File: src/rtl/fmu_pkg.sv
package fmu_pkg;
  localparam int OPC_W = 5;

  localparam logic [OPC_W-1:0] OPC_LD_MR_S = 5'b11000;
  localparam logic [OPC_W-1:0] OPC_LD_MR_U = 5'b11001;
  localparam logic [OPC_W-1:0] OPC_MUL_RND = 5'b11010;
  localparam logic [OPC_W-1:0] OPC_MUL     = 5'b11011;
  localparam logic [OPC_W-1:0] OPC_LD_PH   = 5'b10001;

  typedef struct packed {
    logic ld_mr;
    logic ld_ph;
    logic mul;
    logic rnd;
    logic um_val;
  } fmu_ctrl_t;
endpackage

File: src/rtl/fmu_decode.sv
module fmu_decode
  import fmu_pkg::*;
(
  input  logic             valid,
  input  logic [OPC_W-1:0] opcode,
  output fmu_ctrl_t        ctrl
);
  always_comb begin
    ctrl = '0;
    if (valid) begin
      unique case (opcode)
        OPC_LD_MR_S: begin ctrl.ld_mr = 1'b1; ctrl.um_val = 1'b0; end
        OPC_LD_MR_U: begin ctrl.ld_mr = 1'b1; ctrl.um_val = 1'b1; end
        OPC_MUL:     ctrl.mul = 1'b1;
        OPC_MUL_RND: begin ctrl.mul = 1'b1; ctrl.rnd = 1'b1; end
        OPC_LD_PH:   ctrl.ld_ph = 1'b1;
        default:     ctrl = '0;
      endcase
    end
  end
endmodule

File: src/rtl/fmu_multiplier.sv
module fmu_multiplier #(
  parameter int DATA_W = 16
) (
  input  logic [DATA_W-1:0] a,
  input  logic [DATA_W-1:0] b,
  input  logic              unsigned_mode,
  input  logic              round_en,
  output logic [DATA_W-1:0] upper
);
  localparam int PROD_W = 2 * DATA_W;
  localparam int EXT_W  = DATA_W + 1;
  localparam logic [PROD_W-1:0] HALF_LSB = PROD_W'(1) << (DATA_W - 1);

  logic signed [EXT_W-1:0]   a_ext, b_ext;
  logic signed [2*EXT_W-1:0] full;
  logic [PROD_W-1:0]         prod, sum;

  // One signed multiplier serves both modes: the extra top bit is
  // either a copy of the sign bit or a forced zero.
  always_comb begin
    a_ext = $signed({(~unsigned_mode) & a[DATA_W-1], a});
    b_ext = $signed({(~unsigned_mode) & b[DATA_W-1], b});
    full  = a_ext * b_ext;
    prod  = full[PROD_W-1:0];
    sum   = prod + (round_en ? HALF_LSB : '0);
    upper = sum[PROD_W-1:DATA_W];
  end
endmodule

File: src/rtl/fmu_status.sv
module fmu_status #(
  parameter int DATA_W = 16
) (
  input  logic              clk,
  input  logic              rst_n,
  input  logic              update,
  input  logic [DATA_W-1:0] value,
  output logic              zero_flag,
  output logic              sign_flag
);
  always_ff @(posedge clk or negedge rst_n) begin
    if (!rst_n) begin
      zero_flag <= 1'b0;
      sign_flag <= 1'b0;
    end else if (update) begin
      zero_flag <= (value == '0);
      sign_flag <= value[DATA_W-1];
    end
  end
endmodule

File: src/rtl/fmu_top.sv
module fmu_top
  import fmu_pkg::*;
#(
  parameter int DATA_W = 16
) (
  input  logic              clk,
  input  logic              rst_n,
  input  logic              in_valid,
  output logic              in_ready,
  input  logic [OPC_W-1:0]  in_opcode,
  input  logic [DATA_W-1:0] in_operand,
  output logic [DATA_W-1:0] mr_q,
  output logic [DATA_W-1:0] ph_q,
  output logic              um_q,
  output logic              zero_flag,
  output logic              sign_flag
);
  fmu_ctrl_t         ctrl;
  logic [DATA_W-1:0] mul_upper;

  assign in_ready = 1'b1;

  fmu_decode u_decode (
    .valid  (in_valid & in_ready),
    .opcode (in_opcode),
    .ctrl   (ctrl)
  );

  fmu_multiplier #(.DATA_W(DATA_W)) u_mult (
    .a             (mr_q),
    .b             (in_operand),
    .unsigned_mode (um_q),
    .round_en      (ctrl.rnd),
    .upper         (mul_upper)
  );

  fmu_status #(.DATA_W(DATA_W)) u_status (
    .clk       (clk),
    .rst_n     (rst_n),
    .update    (ctrl.ld_mr | ctrl.ld_ph),
    .value     (in_operand),
    .zero_flag (zero_flag),
    .sign_flag (sign_flag)
  );

  always_ff @(posedge clk or negedge rst_n) begin
    if (!rst_n) begin
      mr_q <= '0;
      um_q <= 1'b0;
    end else if (ctrl.ld_mr) begin
      mr_q <= in_operand;
      um_q <= ctrl.um_val;
    end
  end

  always_ff @(posedge clk or negedge rst_n) begin
    if (!rst_n)          ph_q <= '0;
    else if (ctrl.ld_ph) ph_q <= in_operand;
    else if (ctrl.mul)   ph_q <= mul_upper;
  end
endmodule

File: config.mk
export PLATFORM = sky130hd
export DESIGN_NAME = fmu_top
export DESIGN_NICKNAME = d
export VERILOG_FILES = /design/src/rtl/fmu_pkg.sv /design/src/rtl/fmu_decode.sv /design/src/rtl/fmu_multiplier.sv /design/src/rtl/fmu_status.sv /design/src/rtl/fmu_top.sv
export SDC_FILE = /design/constraint.sdc
export NUM_CORES = 1
export LEC_CHECK = 0
export BUFFER_PORTS_ARGS = -buffer_cell sky130_fd_sc_hd__clkbuf_2
export CORE_AREA = 2 2 230 175
export DETAILED_ROUTE_END_ITERATION = 10
export DIE_AREA = 0 0 232 177
export PLACE_DENSITY = 0.48
export SLEW_MARGIN = 20
export SYNTH_ARGS = -nofsm -noshare
export SYNTH_HDL_FRONTEND = slang
export SYNTH_SLANG_ARGS = --single-unit
File: constraint.sdc
create_clock -name clk -period 5.9 [get_ports clk]
set_clock_uncertainty 0.2 [all_clocks]
set_input_delay 0.59 -clock clk [delete_from_list [all_inputs] [get_ports clk]]
set_output_delay 0.59 -clock clk [all_outputs]
set_load 0.01 [all_outputs]
# Word level (Yosys, flattened, before mapping)
# Cells that the tools add are included.
[totals]
input_bits = 24
rom_bits = 0
latchBits = 0
ff_bits = 35
mem_bits_rw = 0
wordCells = 29
mem_count = 0
[op_classes]
mux = 9
addsub = 1
div = 0
n_reduce_logical = 4
eq_ne = 5
n_bitwise = 4
shift = 0
magnitude_cmp = 0
multipliers = 1
[ops]
columns = ["cell", "count"]
rows = [
  ["$mux W16", 3],
  ["$add A32 B32 Y32", 1],
  ["$mul A17 B17 Y32", 1],
  ["$eq A5 B5 Y1 const B", 5],
  ["$logic_not A16 Y1", 1],
  ["$mux W1", 5],
  ["$mux W5", 1],
  ["$reduce_or A2 Y1", 2],
  ["$and A1 B1 Y1", 2],
  ["$reduce_bool A2 Y1", 1],
  ["$not A1 Y1", 1],
  ["$or A1 B1 Y1", 1],
]

# Depth between registers and ports, before layout
[logic_depth]
depth_word = 8
ltp_mapped = 25
depth_no_buf = 24

# Modules after synthesis
# Synthesis repeated with hierarchy kept, for this count alone.
[unflattened]
cells_unflattened = 1241
hier_area_um2 = 11738.8
[modules_own_cells]
columns = ["module", "n_inst", "area_each_um2", "cells_per_inst", "seq_area_each_um2"]
rows = [
  ["fmu_multiplier", 1, 10129.7, 1113, 0.0],
  ["fmu_top", 1, 1443.9, 108, 825.8],
  ["fmu_status", 1, 108.9, 11, 50.0],
  ["fmu_decode", 1, 56.3, 9, 0.0],
]

# Least setup slack after synthesis
# Ideal clock, no wire load.
[synth_path]
path_kind = "input port to flip-flop"
start = "input in_operand[2]"
end = "register ph_q[15]"
slack_ns = -0.781
required_ns = 5.557
path_buffers = 2
stages = 21
t_arrival_ns = 6.339
cell_sequence = "clkbuf_1 clkbuf_1 nand2_1 inv_1 fa_1 inv_1 fa_1 inv_1 fa_1 fa_1 fa_1 fa_1 ha_1 a21o_1 a21o_1 a221o_1 a21oi_1 o21ai_2 a211oi_2 xnor2_1 o221ai_1"
[synth_between]
elab_chain_cells = 4
[synth_lines]
columns = ["element", "line", "source"]
rows = [
  ["from (decl)", "fmu_top.sv:11", "input logic [DATA_W-1:0] in_operand,"],
  ["$mul A17 B17 Y32", "fmu_multiplier.sv:23", "full = a_ext * b_ext;"],
  ["$add A32 B32 Y32", "fmu_multiplier.sv:25", "sum = prod + (round_en ? HALF_LSB : '0);"],
  ["$mux W16", "fmu_top.sv:59", "else if (ctrl.mul) ph_q <= mul_upper;"],
  ["$mux W16", "fmu_top.sv:58", "else if (ctrl.ld_ph) ph_q <= in_operand;"],
  ["to (signal assigned)", "fmu_top.sv:58", ""],
  ["to (signal assigned)", "fmu_top.sv:59", ""],
  ["to (decl)", "fmu_top.sv:13", "output logic [DATA_W-1:0] ph_q,"],
]
# Every way passes these cells. The select of a mux whose other input is x is not followed.
# A chain may end at the register's enable or synchronous reset.

# Final worst setup path
[layout_path]
start = "register mr_q[15]"
end = "register ph_q[15]"
[layout_between]
elab_chain_cells = 5
[layout_lines]
columns = ["element", "line", "source"]
rows = [
  ["from (decl)", "fmu_top.sv:12", "output logic [DATA_W-1:0] mr_q,"],
  ["from (signal assigned)", "fmu_top.sv:51", "mr_q <= in_operand;"],
  ["$and A1 B1 Y1", "fmu_multiplier.sv:21", "a_ext = $signed({(~unsigned_mode) & a[DATA_W-1], a});"],
  ["$mul A17 B17 Y32 *", "fmu_multiplier.sv:23", ""],
  ["$add A32 B32 Y32 *", "fmu_multiplier.sv:25", ""],
  ["$mux W16 *", "fmu_top.sv:59", ""],
  ["$mux W16 *", "fmu_top.sv:58", ""],
]
# Mark *: on every way between the ends. The rest lies on a longest branch, timed or not. The select of a mux whose other input is x is not followed.

==> results_dict.tcl <==
set metrics [dict create \
    core_area_um2 39020 \
    grtUsageMet1_pct 27.78 \
    nets 1805 \
    tritoncts "built" \
    via_per_inst 4.389 \
    min_period_ns 6.158 \
    dp_worst_setup_slack_ns -0.6997 \
    violations "setup timing" \
    cts_max_level 2 \
    root_buffer "clkbuf_16" \
    slew_headroom_pct 36.00 \
    fin_ws_ns -0.2579 \
    die_y_um 177 \
    synthSimpleGateAreaFrac_pct 14.50 \
    grt_max_degree 36 \
    placed_area_um2 13870 \
    num_vias 8532 \
    worst-r2r-cell-count 24 \
    synth.top_cell.area_share_pct 48.90 \
    yosysWarnings 0 \
    floorplan.initialDensity_pct 29.59 \
    grt_first_pass_wirelength_um 55500 \
    gr-usage-all-layers_pct 17.77 \
    hpwl_um 29620 \
    place.port_buffers 58 \
    gp_congestion 0.8666 \
    setup_viol 11 \
    final_area_um2 14530 \
    grt_use_met3_pct 3.463 \
    ant_nets 0 \
    avgSynthCellArea_um2 9.486 \
    syn_to_final_growth_pct 25.86 \
    finalMaxSlewViolations 0 \
    crit_type "reg -> reg" \
    ys_seq_area_share_pct 7.586 \
    ys_types 55 \
    num_rows 63 \
    top_usage_layer "met1" \
    synth-edff-count 0 \
    hold_viol 0 \
    rrSetupSlack_ns -0.26 \
    period_share_pct 104.4 \
    synth_top_cell_by_area "fa_1" \
    synthesis.nets 1600 \
    numCtsBuffers 5 \
    fillCellCount 3996 \
    synth.most_common_cell "inv_1" \
    routedWlPerCell_um 17.67 \
    synthXorXnorAreaFrac_pct 2.276 \
    fin_hold_ws_ns 0.2408 \
    synth.ff_latch_count 35 \
    timing.fmax_mhz 162.4 \
    synth.top_cells.by_area "fa_1 49%, inv_1 10%, ha_1 8.3%, dfrtp_1 7.6%, and2_1 6.6%" \
    clock_latency_ns 0.28 \
    drv_cap 0 \
    async_flop_share_pct 100.0 \
    ios 60 \
    synthMuxAreaShare_pct 1.842 \
    die_w_um 232 \
    drt-initial-drc-count 422 \
    drtPass1Iterations 5 \
    startpoint_type "register" \
    synth_cells 1217 \
    dominantRegCellSynth "dfrtp_1" \
    grt-ovfl-total 0 \
    antenna_found_initial 3 \
    tns_ns -1.749 \
    routed_wl_um 34350 \
    syn_area_um2 11540 \
    rsz0062_at_grt "yes" \
    cp.required_ns 5.83 \
    clkSlewWorstSetupHoldPaths_ns 0.06 \
    cts_hold_buffers 0 \
    timing.rr.end "ph_q[15]$_DFFE_PN0P_" \
    regArea_um2 887.1 \
    cp.arrival_ns 6.09 \
    yosys-top-cells-count "312 x inv_1, 282 x fa_1, 151 x nand2_1" \
    worst_pin_slew_ns 0.9600 \
    grt_use_met2_pct 26.12 \
    critPathCaptureType "register" \
    dieArea_um2 41060 \
    outcome "finished with violations" \
    hold_class "in -> async" \
    r2r_start "mr_q[15]$_DFFE_PN0P_" \
    drive_above_1_share_pct 26.77 \
    multi_input_area_um2 9633 \
    grt_pass1_vias 9538 \
    synth_compound_area_share_pct 4.411 \
    synth_top_family_by_area "adder cells" \
    drc 0 \
    cts.sinks 35 \
    clockBufferDepth 2 \
    synthAdderAreaFrac_pct 57.25 \
    critPathMaxFanout 6 \
]
-- timing repair --
action	in CTS	in global routing
setup endpoints to repair	15	16
gates cloned	0	0
pin swaps	51	10
setup buffers	13	4
gates resized for setup	71	30
-- how the worst max path moves through the flow --
stage / startpoint / end / slack [ns] / cells after the start
2_1_floorplan: in_operand[4] / ph_q[15]$_DFFE_PN0P_ / -0.37 / 20
3_3_place_gp: in_operand[2] / ph_q[0]$_DFFE_PN0P_ / -0.64 / 24
3_5_place_dp: in_operand[2] / ph_q[9]$_DFFE_PN0P_ / -0.70 / 23
4_1_cts: mr_q[15]$_DFFE_PN0P_ / ph_q[15]$_DFFE_PN0P_ / -0.27 / 20
5_1_grt: mr_q[15]$_DFFE_PN0P_ / ph_q[15]$_DFFE_PN0P_ / -0.49 / 24
6_report: mr_q[15]$_DFFE_PN0P_ / ph_q[15]$_DFFE_PN0P_ / -0.26 / 24
-- state kept, by name, indices dropped and copies added (netlist names) --
name / flops
u_status.sign_flag: 1
u_status.zero_flag: 1
mr_q: 16
um_q: 1
ph_q: 16
-- kinds of logic (layout without fill, tap and decap cells) --
| logic type | Yosys count | in the layout |
|---|---|---|
| compound gates | 71 | 71 |
| xor+xnor | 30 | 30 |
| fa+ha+maj | 359 | 359 |
| buf+inv | 371 | 577 |
| flops | 35 | 35 |
| mux | 19 | 19 |
| other cells | 1 | 2 |
| simple gates | 331 | 331 |
-- stage by stage --
step | utilization (%) | std cells
floorplan | - | 1217
global placement | 35.55 | 1918
detailed placement | 35.55 | 1918
CTS | 36.90 | 1939
global route | 37.24 | 1944
finish | 37.24 | 1944
-- cells in the final DEF (no fill, tap or decap), types with 15 or more instances in the layout --
master,synthesis,final
xnor2_1,18,15
buf_4,1,169
ha_1,77,63
clkbuf_2,0,51
inv_1,312,299
buf_6,0,17
fa_1,282,272
dfrtp_1,35,26
and2_1,121,118
mux2_2,18,18
nand2_1,151,146
-- final cells by class --
| type | instances | area share, % |
|---|---|---|
| well taps | 520 | 4.478 |
| multi-input cells | 811 | 66.30 |
| diodes | 1 | 0.01722 |
| clock buffers | 8 | 1.076 |
| inverters | 312 | 8.060 |
| repair buffers | 257 | 13.97 |
| flip-flops and latches | 35 | 6.105 |
-- metal layers --
layer | wire length [um] | vias up
met5 | 0 | -
met4 | 259 | 0
met3 | 2105 | 18
met2 | 14390 | 175
met1 | 17590 | 4387
li1 | - | 3952
-- critical path, stage by stage, from the launching register on --
cell      delay, ns
dfrtp_1        0.37
nor2b_1        0.13
buf_4          0.17
buf_6          0.13
nand2_4        0.08
inv_2          0.04
fa_1           0.50
inv_1          0.05
fa_1           0.51
inv_2          0.04
fa_1           0.55
fa_1           0.42
fa_1           0.51
inv_2          0.04
fa_1           0.53
inv_2          0.05
ha_4           0.21
buf_6          0.13
a31o_2         0.25
a221o_1        0.36
a21oi_2        0.16
o21ai_2        0.10
a211oi_2       0.20
xnor2_1        0.14
o221ai_1       0.11
Power is not shown: default switching activity piles up to over one toggle a cycle in this logic, so the estimate is an artifact.
